==> src/rtl/pt_walker_pkg.sv <==
package pt_walker_pkg;

  localparam int BIT_PRESENT = 0;
  localparam int BIT_WRITE   = 1;
  localparam int BIT_USER    = 2;
  localparam int BIT_ACC     = 5;
  localparam int BIT_DIRTY   = 6;
  localparam int BIT_PSIZE   = 7;

  localparam logic [1:0] ACC_READ  = 2'd0;
  localparam logic [1:0] ACC_WRITE = 2'd1;
  localparam logic [1:0] ACC_FETCH = 2'd2;

  localparam logic [1:0] FLT_NONE = 2'd0;
  localparam logic [1:0] FLT_MISS = 2'd1;
  localparam logic [1:0] FLT_PROT = 2'd2;

  typedef enum logic [2:0] {
    S_IDLE, S_RD, S_RDW, S_EVAL, S_WR, S_WRW, S_DONE
  } walkState_t;

  typedef struct packed {
    logic       loadReq;
    logic       captureEntry;
    logic       stepDown;
    logic       finishOk;
    logic       finishFault;
    logic [1:0] faultCode;
  } walkStrobe_t;

  typedef struct packed {
    logic present;
    logic leaf;
    logic permOk;
    logic needWrite;
  } walkStatus_t;

endpackage

==> src/rtl/pt_walker_dp.sv <==
module pt_walker_dp
  import pt_walker_pkg::*;
#(
  parameter int VA_W       = 48,
  parameter int PA_W       = 52,
  parameter int LEVELS     = 4,
  parameter int IDX_W      = 9,
  parameter int OFF_W      = 12,
  parameter int ENTRY_W    = 64,
  parameter int LARGE_MIN  = 1,
  localparam int LVL_W     = $clog2(LEVELS),
  localparam int FRAME_W   = PA_W - OFF_W,
  localparam int ENT_SHIFT = $clog2(ENTRY_W / 8)
) (
  input  logic                 clk,
  input  logic                 rstN,
  input  walkStrobe_t          stb,
  input  logic [VA_W-1:0]      reqVaddr,
  input  logic [1:0]           reqAccess,
  input  logic                 reqUser,
  input  logic [FRAME_W-1:0]   rootFrame,
  input  logic [ENTRY_W-1:0]   memRspData,
  output walkStatus_t          sts,
  output logic [PA_W-1:0]      entryAddr,
  output logic [ENTRY_W-1:0]   updEntry,
  output logic [PA_W-1:0]      outPaddr,
  output logic [1:0]           outFault,
  output logic [LVL_W-1:0]     outLevel
);

  logic [VA_W-1:0]    vaReg;
  logic               isWrite;
  logic               isUser;
  logic [LVL_W-1:0]   level;
  logic [FRAME_W-1:0] baseFrame;
  logic [ENTRY_W-1:0] entryReg;
  logic               rwAll;
  logic               usAll;

  logic [IDX_W-1:0]   curIdx;
  logic [PA_W-1:0]    offMask;
  logic [PA_W-1:0]    leafBase;
  logic [PA_W-1:0]    vaWide;

  // index of the current level, most significant level first
  always_comb begin
    curIdx = vaReg[OFF_W + IDX_W * (LEVELS - 1 - int'(level)) +: IDX_W];
  end

  assign entryAddr = {baseFrame, curIdx, {ENT_SHIFT{1'b0}}};

  // offset width grows by one index field per level above the last
  always_comb begin
    offMask = '0;
    for (int l = 0; l < LEVELS; l++) begin
      if (int'(level) == l)
        offMask = (PA_W'(1) << (OFF_W + IDX_W * (LEVELS - 1 - l))) - PA_W'(1);
    end
  end

  assign leafBase = {entryReg[PA_W-1:OFF_W], {OFF_W{1'b0}}};
  assign vaWide   = PA_W'(vaReg);

  always_comb begin
    updEntry = entryReg;
    updEntry[BIT_ACC] = 1'b1;
    if (isWrite) updEntry[BIT_DIRTY] = 1'b1;
  end

  always_comb begin
    sts.present   = entryReg[BIT_PRESENT];
    sts.leaf      = (int'(level) == LEVELS - 1) ||
                    (entryReg[BIT_PSIZE] && int'(level) >= LARGE_MIN);
    sts.permOk    = !(isWrite && !rwAll) && !(isUser && !usAll);
    sts.needWrite = (updEntry != entryReg);
  end

  always_ff @(posedge clk or negedge rstN) begin
    if (!rstN) begin
      vaReg     <= '0;
      isWrite   <= 1'b0;
      isUser    <= 1'b0;
      level     <= '0;
      baseFrame <= '0;
      entryReg  <= '0;
      rwAll     <= 1'b1;
      usAll     <= 1'b1;
    end else begin
      if (stb.loadReq) begin
        vaReg     <= reqVaddr;
        isWrite   <= (reqAccess == ACC_WRITE);
        isUser    <= reqUser;
        level     <= '0;
        baseFrame <= rootFrame;
        rwAll     <= 1'b1;
        usAll     <= 1'b1;
      end
      if (stb.captureEntry) begin
        entryReg <= memRspData;
        rwAll    <= rwAll & memRspData[BIT_WRITE];
        usAll    <= usAll & memRspData[BIT_USER];
      end
      if (stb.stepDown) begin
        level     <= level + LVL_W'(1);
        baseFrame <= entryReg[PA_W-1:OFF_W];
      end
    end
  end

  always_ff @(posedge clk or negedge rstN) begin
    if (!rstN) begin
      outPaddr <= '0;
      outFault <= FLT_NONE;
      outLevel <= '0;
    end else if (stb.finishOk) begin
      outPaddr <= (leafBase & ~offMask) | (vaWide & offMask);
      outFault <= FLT_NONE;
      outLevel <= level;
    end else if (stb.finishFault) begin
      outPaddr <= '0;
      outFault <= stb.faultCode;
      outLevel <= level;
    end
  end

endmodule

==> src/rtl/pt_walker_ctrl.sv <==
module pt_walker_ctrl
  import pt_walker_pkg::*;
(
  input  logic        clk,
  input  logic        rstN,
  input  logic        reqValid,
  input  logic        memRspValid,
  input  walkStatus_t sts,
  output walkStrobe_t stb,
  output logic        memReqValid,
  output logic        memReqWrite,
  output logic        busy,
  output logic        rspValid
);

  walkState_t st, nxt;

  always_ff @(posedge clk or negedge rstN) begin
    if (!rstN) st <= S_IDLE;
    else       st <= nxt;
  end

  always_comb begin
    nxt         = st;
    stb         = '0;
    memReqValid = 1'b0;
    memReqWrite = 1'b0;
    case (st)
      S_IDLE: if (reqValid) begin
        stb.loadReq = 1'b1;
        nxt = S_RD;
      end
      S_RD: begin
        memReqValid = 1'b1;
        nxt = S_RDW;
      end
      S_RDW: if (memRspValid) begin
        stb.captureEntry = 1'b1;
        nxt = S_EVAL;
      end
      S_EVAL: begin
        if (!sts.present) begin
          stb.finishFault = 1'b1;
          stb.faultCode   = FLT_MISS;
          nxt = S_DONE;
        end else if (!sts.leaf) begin
          stb.stepDown = 1'b1;
          nxt = S_RD;
        end else if (!sts.permOk) begin
          stb.finishFault = 1'b1;
          stb.faultCode   = FLT_PROT;
          nxt = S_DONE;
        end else if (sts.needWrite) begin
          nxt = S_WR;
        end else begin
          stb.finishOk = 1'b1;
          nxt = S_DONE;
        end
      end
      S_WR: begin
        memReqValid = 1'b1;
        memReqWrite = 1'b1;
        nxt = S_WRW;
      end
      S_WRW: if (memRspValid) begin
        stb.finishOk = 1'b1;
        nxt = S_DONE;
      end
      S_DONE: nxt = S_IDLE;
      default: nxt = S_IDLE;
    endcase
  end

  assign busy     = (st != S_IDLE) && (st != S_DONE);
  assign rspValid = (st == S_DONE);

endmodule

==> src/rtl/pt_walker.sv <==
module pt_walker
  import pt_walker_pkg::*;
#(
  parameter int VA_W      = 48,
  parameter int PA_W      = 52,
  parameter int LEVELS    = 4,
  parameter int IDX_W     = 9,
  parameter int OFF_W     = 12,
  parameter int ENTRY_W   = 64,
  parameter int LARGE_MIN = 1,
  localparam int LVL_W    = $clog2(LEVELS),
  localparam int FRAME_W  = PA_W - OFF_W
) (
  input  logic               clk,
  input  logic               rstN,
  input  logic               reqValid,
  input  logic [VA_W-1:0]    reqVaddr,
  input  logic [1:0]         reqAccess,
  input  logic               reqUser,
  input  logic [FRAME_W-1:0] rootFrame,
  output logic               memReqValid,
  output logic               memReqWrite,
  output logic [PA_W-1:0]    memReqAddr,
  output logic [ENTRY_W-1:0] memReqData,
  input  logic               memRspValid,
  input  logic [ENTRY_W-1:0] memRspData,
  output logic               busy,
  output logic               rspValid,
  output logic [PA_W-1:0]    rspPaddr,
  output logic [1:0]         rspFault,
  output logic [LVL_W-1:0]   rspLevel
);

  walkStrobe_t stb;
  walkStatus_t sts;

  pt_walker_ctrl u_ctrl (
    .clk         (clk),
    .rstN        (rstN),
    .reqValid    (reqValid),
    .memRspValid (memRspValid),
    .sts         (sts),
    .stb         (stb),
    .memReqValid (memReqValid),
    .memReqWrite (memReqWrite),
    .busy        (busy),
    .rspValid    (rspValid)
  );

  pt_walker_dp #(
    .VA_W(VA_W), .PA_W(PA_W), .LEVELS(LEVELS), .IDX_W(IDX_W),
    .OFF_W(OFF_W), .ENTRY_W(ENTRY_W), .LARGE_MIN(LARGE_MIN)
  ) u_dp (
    .clk        (clk),
    .rstN       (rstN),
    .stb        (stb),
    .reqVaddr   (reqVaddr),
    .reqAccess  (reqAccess),
    .reqUser    (reqUser),
    .rootFrame  (rootFrame),
    .memRspData (memRspData),
    .sts        (sts),
    .entryAddr  (memReqAddr),
    .updEntry   (memReqData),
    .outPaddr   (rspPaddr),
    .outFault   (rspFault),
    .outLevel   (rspLevel)
  );

endmodule

==> config.mk <==
export PLATFORM = sky130hd
export DESIGN_NAME = pt_walker
export DESIGN_NICKNAME = d
export VERILOG_FILES = /design/src/rtl/pt_walker_pkg.sv /design/src/rtl/pt_walker_dp.sv /design/src/rtl/pt_walker_ctrl.sv /design/src/rtl/pt_walker.sv
export SDC_FILE = /design/constraint.sdc
export NUM_CORES = 1
export LEC_CHECK = 0
export CORE_MARGIN = 2
export CORE_UTILIZATION = 47
export CTS_CLUSTER_SIZE = 10
export DETAILED_ROUTE_END_ITERATION = 8
export PLACE_DENSITY = 0.8
export SYNTH_ARGS = -nofsm -noshare
export SYNTH_HDL_FRONTEND = slang
export SYNTH_SLANG_ARGS = --single-unit
export TNS_END_PERCENT = 30
==> constraint.sdc <==
create_clock -name clk -period 3.65 [get_ports clk]
set_clock_uncertainty 0.15 [all_clocks]
set_input_delay 0.73 -clock clk [delete_from_list [all_inputs] [get_ports clk]]
set_output_delay 0.73 -clock clk [all_outputs]
set_load 0.01 [all_outputs]
==> results of run 1 <==
## worst max-delay path, stage by stage (launching register included)
cell             delay (ps)
dfrtp_1                 370
inv_1                   130
ha_4                    360
mux4_2                  510
mux2i_1                 150
o22ai_1                 110
clkdlybuf4s50_1         490
## metal layers
layer	GRT usage (%)	share of wire, %	vias up
met4	7.477	3.0	0
li1	-	-	3276
met5	0	0	-
met2	39.95	48	313
met3	6.114	7.8	53
met1	33.47	41	3613
## registers in the layout, summed over array words and instances (netlist names)
register / flops
u_dp.outPaddr: 52
u_ctrl.st: 3
u_dp.level: 2
u_dp.isWrite: 1
u_dp.outLevel: 2
u_dp.rwAll: 1
u_dp.isUser: 1
u_dp.vaReg: 48
u_dp.outFault: 2
u_dp.baseFrame: 40
u_dp.entryReg: 64
u_dp.usAll: 1
## final cells by class
class	count	area share (%)
Timing Repair Buffer	349	24.99
Sequential cell	217	38.74
Tap cell	275	2.454
Inverter	9	0.2409
Antenna cell	1	0.01785
Clock buffer	38	5.104
Multi-Input combinational cell	439	28.27
Clock inverter	2	0.1785
## report_power, final
group	switching [W]	internal (W)	leakage, nW	total, W
Combinational	0.00251	0.00338	2.84	0.00588
Sequential	0.00112	0.00353	2.70	0.00465
Clock	0.000959	0.00134	0.358	0.00230
## cells by family after synthesis
group | after synthesis | synth area share, %
simple gates | 125 | 5.815
compound gates | 134 | 11.51
mux | 171 | 20.40
other cells | 2 | 0.07364
flops | 217 | 53.27
buf+inv | 127 | 8.355
fa+ha+maj | 4 | 0.4908
xor+xnor | 1 | 0.08589
## Yosys cell counts, types with 2 or more instances
master	count	area, um2
or2_2	3	18.77
a21o_1	2	15.01
a22oi_1	46	345.3
o22ai_1	2	12.51
nor4b_4	2	47.55
mux2_2	115	1295
ha_1	4	50.05
dfrtp_1	215	5380
nand2_1	93	349.1
nand3b_1	2	15.01
o2bb2ai_1	8	70.07
clkbuf_1	10	37.54
nor2b_1	4	25.02
buf_6	7	78.83
nand3_1	2	10.01
conb_1	2	7.510
inv_1	9	33.78
o2bb2ai_2	20	300.3
mux2i_1	38	380.4
buf_12	2	40.04
dfstp_2	2	52.55
mux4_2	18	405.4
a22o_1	25	219.0
o21ai_0	15	75.07
buf_2	31	155.2
buf_4	67	503.0
nand2b_1	2	12.51
nor2_1	10	37.54
a21oi_1	4	20.02
## through the flow
step           area [um2]  total power, W  utilization [%]  cells
2_1_floorplan       10210        0.008007                -    783
3_3_place_gp        13260         0.01038            62.66   1289
3_5_place_dp        13260         0.01053            62.66   1289
4_1_cts             14000         0.01289            66.19   1329
5_1_grt             14020         0.01357            66.29   1330
6_report            14020         0.01284            66.29   1330
## worst paths after layout
kind,from,end,depth (start not counted)
hold reg to reg,u_dp.baseFrame[23],u_dp.baseFrame[23],2
setup / recovery,u_dp.level[1],memReqAddr[8],6
setup reg to reg,u_dp.level[0],u_dp.outPaddr[14],7
hold / removal,rstN,u_dp.baseFrame[15],1
min in group clk,u_dp.baseFrame[23],u_dp.baseFrame[23],2
max in group asynchronous,rstN,u_dp.vaReg[36],2
==> qor.yml, run 1 <==
status: "completed"
rsz0062_at_grt: "false"
mostFrequentLayoutCells: "329 x clkdlybuf4s50_1, 215 x dfrtp_1, 115 x mux2_2, 93 x nand2_1, 46 x a22oi_1"
critical_path_required_ps: 2770
finalCriticalPeriod_ps: 3501
endpoint_kind: "output pin"
crit_type: "register to output pin"
track_usage_pct: 24.85
cts_setup_buffers: 0
ff2ff_setup_slack_ps: 720
grt_pass1_wl_um: 43410
clk_latency_ps: 530
clk_root_buffer_cell: "clkbuf_16"
path_max_fanout: 8
grt-ovfl-total: 0
setup_tns_ps: 0
area_growth_pct: 37.49
synth_edf_count: 0
crit_arrival_ps: 2620
ys_warn_count: 0
holdBufCountCts: 0
regArea_um2: 5433
critPathLaunchType: "register"
power_leakage_nw: 5.891
slew_viol_final: 0
ant_nets: 0
ys_types: 50
synthCells: 781
die_h_um: 151.3
setup_viol: 0
drt_iter0_drc: 330
drc: 0
grt_pass1_vias: 7433
antenna_found_initial: 1
fp.dieW_um: 151.3
via_per_inst: 5.455
io_buffers: 330
hold_ws_ps: 49.70
coreArea_um2: 21150
synth-main-ff-cell: "dfrtp_1"
numCtsBuffers: 26
worstHoldPathType: "input port to asynchronous set/reset pin"
hold_viol_final: 0
nFillCells: 1601
clk_pin_slew_ps: 60
worst_pin_slew_ps: 1142
dp_slack_ps: 541.4
syn_area_um2: 10200
synth-seq-area-share_pct: 53.27
routedWlPerCell_um: 21.64
async_flop_share_pct: 100.0
drt_wl_total_um: 28780
die_area_um2: 22890
layout_commonest_cell: "clkdlybuf4s50_1"
setup_slack_ps: 149.0
cap_violations: 0
cts_tree: "yes"
gp_congestion: 0.8475
multi_input_area_um2: 3964
synth_seq_cells: 217
htree_num_levels: 1
cts_buffer_depth: 3
num_rows: 53
start_util_pct: 48.21
syn_avg_cell_area_um2: 13.06
vias: 7255
drive_above_1_share_pct: 21.06
period_share_pct: 95.92
drt-pass1-iter-count: 5
max_clock_freq_mhz: 285.6
peakVddDrop_v: 0.0005879
layout.nets: 1205
cts_sinks: 217
relSlewSlack_pct: 23.36
cts-resized-gates: 2
powerDensity_nw_per_um2: 915.3
grt_start_max_net_pins: 83
pin_count: 335
hpwl_um: 20670
Note: power is estimated with default switching activity, not from simulation.
==> run 2: changes to the inputs <==
--- a/config.mk
+++ b/config.mk
@@ -5,11 +5,13 @@
 export SDC_FILE = /design/constraint.sdc
 export NUM_CORES = 1
 export LEC_CHECK = 0
+export CELL_PAD_IN_SITES_DETAIL_PLACEMENT = 1
+export CELL_PAD_IN_SITES_GLOBAL_PLACEMENT = 1
 export CORE_MARGIN = 2
-export CORE_UTILIZATION = 47
+export CORE_UTILIZATION = 36
 export CTS_CLUSTER_SIZE = 10
 export DETAILED_ROUTE_END_ITERATION = 8
-export PLACE_DENSITY = 0.8
+export PLACE_DENSITY = 0.78
 export SYNTH_ARGS = -nofsm -noshare
 export SYNTH_HDL_FRONTEND = slang
 export SYNTH_SLANG_ARGS = --single-unit
==> run 2 against run 1 <==
Sequential cell count unchanged. Via count up 0.41%. Register-to-register slack better by 210 ps. Non-clock buffer count down 1. Critical path depth down 1. First-iteration DRC count up 2.4%. Die area up 30%. Sequential power about the same. Sequential share of layout area down 0.43 points. Critical endpoint is now memReqAddr[7]. Largest power group unchanged.
==> qor.yml, run 2 (synthesis gave the netlist of run 1 again) <==
status: "completed"
finalCriticalPeriod_ps: 3505  # +3.534 ps
layout.nets: 1204  # -0.083%
path_max_fanout: 26  # +18
drt_iter0_drc: 338  # +2.4%
setup_tns_ps: 0  # unchanged
powerDensity_nw_per_um2: 916.9  # +0.17%
reg2regPathDepth: 8  # +1
clk_root_buffer_cell: "clkbuf_16"
numCtsBuffers: 26  # unchanged
antenna_found_initial: 2  # +1
drt-pass1-iter-count: 4  # -1
via_per_inst: 5.077  # -6.9%
rsz0062_at_grt: "false"
relSlewSlack_pct: 49.41  # +26 points
routedWlPerCell_um: 22.19  # +2.5%
ff2ff_setup_slack_ps: 930  # +210 ps
r2r-end: "u_dp.outPaddr[23]"
setup_viol: 0  # unchanged
vias: 7285  # +0.41%
hold_viol_final: 0  # unchanged
clk_pin_slew_ps: 60  # about the same
clk_latency_ps: 530  # about the same
cts_sinks: 217  # unchanged
worst_pin_slew_ps: 758.8  # -383.1 ps
max_clock_freq_mhz: 285.3  # -0.10%
post-route-util_pct: 50.90  # -15 points
ant_nets: 0  # unchanged
worstHoldPathType: "input port to asynchronous set/reset pin"
reg.largest.list: "u_dp.entryReg: 64 flops, u_dp.outPaddr: 52 flops, u_dp.vaReg: 48 flops"
grt-ovfl-total: 0  # unchanged
cap_violations: 0  # unchanged
gp_congestion: 0.8169  # -3.6%
drive_above_1_share_pct: 21.02  # -0.040 points
fp.dieW_um: 172.3  # +14%
io_buffers: 330  # unchanged
critPathLaunchType: "register"
num_rows: 61  # +15%
pin_count: 335  # unchanged
holdBufCountCts: 0  # unchanged
die_h_um: 172.3  # +14%
track_usage_pct: 21.49  # -3.4 points
r2r-start: "u_dp.level[1]"
cts_tree: "yes"
grt_start_max_net_pins: 95  # +14%
period_share_pct: 96.01  # +0.097 points
drc: 0  # unchanged
largest_reg_flops: 64  # unchanged
die_area_um2: 29690  # +30%
multi_input_area_um2: 3968  # about the same
endpoint_kind: "output pin"
grt_pass1_wl_um: 48640  # +12%
regArea_um2: 5433  # unchanged
drt_wl_total_um: 31840  # +11%
crit_type: "register to output pin"
peakVddDrop_v: 0.0004897  # -17%
nFillCells: 2831  # +77%
slew_viol_final: 0  # unchanged
grt_pass1_vias: 7989  # +7.5%
layout_commonest_cell: "clkdlybuf4s50_1"
finalPower_w: 0.01300  # +1.3%
area_growth_pct: 39.03
power_leakage_nw: 5.910  # +0.32%
coreArea_um2: 27860  # +32%
start_util_pct: 36.61  # -12 points
crit_arrival_ps: 2620  # about the same
mostFrequentLayoutCells: "328 x clkdlybuf4s50_1, 215 x dfrtp_1, 115 x mux2_2, 93 x nand2_1, 46 x a22oi_1"
regMostFlops: "u_dp.entryReg"
hpwl_um: 22890  # +11%
critical_path_required_ps: 2770  # about the same
cts_buffer_depth: 3  # unchanged
htree_num_levels: 1  # unchanged
==> run 2: cell types whose count changed in the layout (fill, tap and decap cells not counted), moves of 2 or more <==
cell      change
buf_4         -2
clkbuf_1      +3
inv_1         -2
inv_2         +2
nor2b_2       -2
==> run 2: worst max-delay path by stage <==
| stage | from | cells after the start | slack [ps] | end |
|---|---|---|---|---|
| 5_1_grt | u_dp.level[0] | 5 | 0.5 | memReqAddr[7] |
| 4_1_cts | u_dp.level[0] | 6 | 30 | memReqAddr[8] |
| 3_5_place_dp | u_dp.level[0] | 6 | 450 | memReqAddr[8] |
| 3_3_place_gp | u_dp.level[0] | 6 | 540 | memReqAddr[8] |
| 6_report | u_dp.level[0] | 5 | 150 | memReqAddr[7] |
| 2_1_floorplan | u_dp.level[0] | 9 | 290 | memReqAddr[8] |
==> run 2: metrics by stage <==
| step | setup WS (ps) | instances | hold slack [ps] | area, um2 |
|---|---|---|---|---|
| 2_1_floorplan | 293.6 | 783 | 284.4 | 10210 |
| 3_3_place_gp | 541.5 | 1390 | 309.2 | 13380 |
| 3_5_place_dp | 452.2 | 1390 | 315.9 | 13380 |
| 4_1_cts | 28.57 | 1433 | 61.38 | 14150 |
| 5_1_grt | 0.4963 | 1435 | 77.37 | 14180 |
| 6_report | 145.5 | 1435 | 37.63 | 14180 |
==> run 2: worst max-delay path: stages (launching register included) <==
cell and delay [ps]:
dfrtp_1 360, buf_4 330, mux4_2 560, a22oi_1 210, o21ai_0 130, clkdlybuf4s50_1 490
==> run 2: cell type report <==
| class | instances | area share (%) |
|---|---|---|
| Tap cell | 378 | 3.336 |
| Timing Repair Buffer | 348 | 24.77 |
| Antenna cell | 1 | 0.01765 |
| Sequential cell | 217 | 38.32 |
| Clock buffer | 42 | 5.224 |
| Inverter | 9 | 0.2383 |
| Clock inverter | 1 | 0.1147 |
| Multi-Input combinational cell | 439 | 27.98 |
==> run 2: timing repair <==
item,in CTS,in global routing
buffers inserted,0,1
setup endpoints to repair,4,5
pin swaps,0,1
resized for setup,3,7
==> run 2: where the power goes <==
| group | switching [W] | internal, W | leakage, nW |
|---|---|---|---|
| logic | 0.00259 | 0.00340 | 2.85 |
| clock network | 0.000981 | 0.00137 | 0.364 |
| registers | 0.00113 | 0.00353 | 2.70 |
| total | 0.00470 | 0.00830 | 5.91 |
==> run 2: routing by layer <==
| layer | global-route usage (%) | vias up | part of all wire [%] |
|---|---|---|---|
| li1 | - | 3266 | - |
| met1 | 26.78 | 3729 | 41 |
| met2 | 36.63 | 246 | 49 |
| met3 | 6.111 | 44 | 7.4 |
| met4 | 5.700 | 0 | 2.4 |
| met5 | 0 | - | 0 |
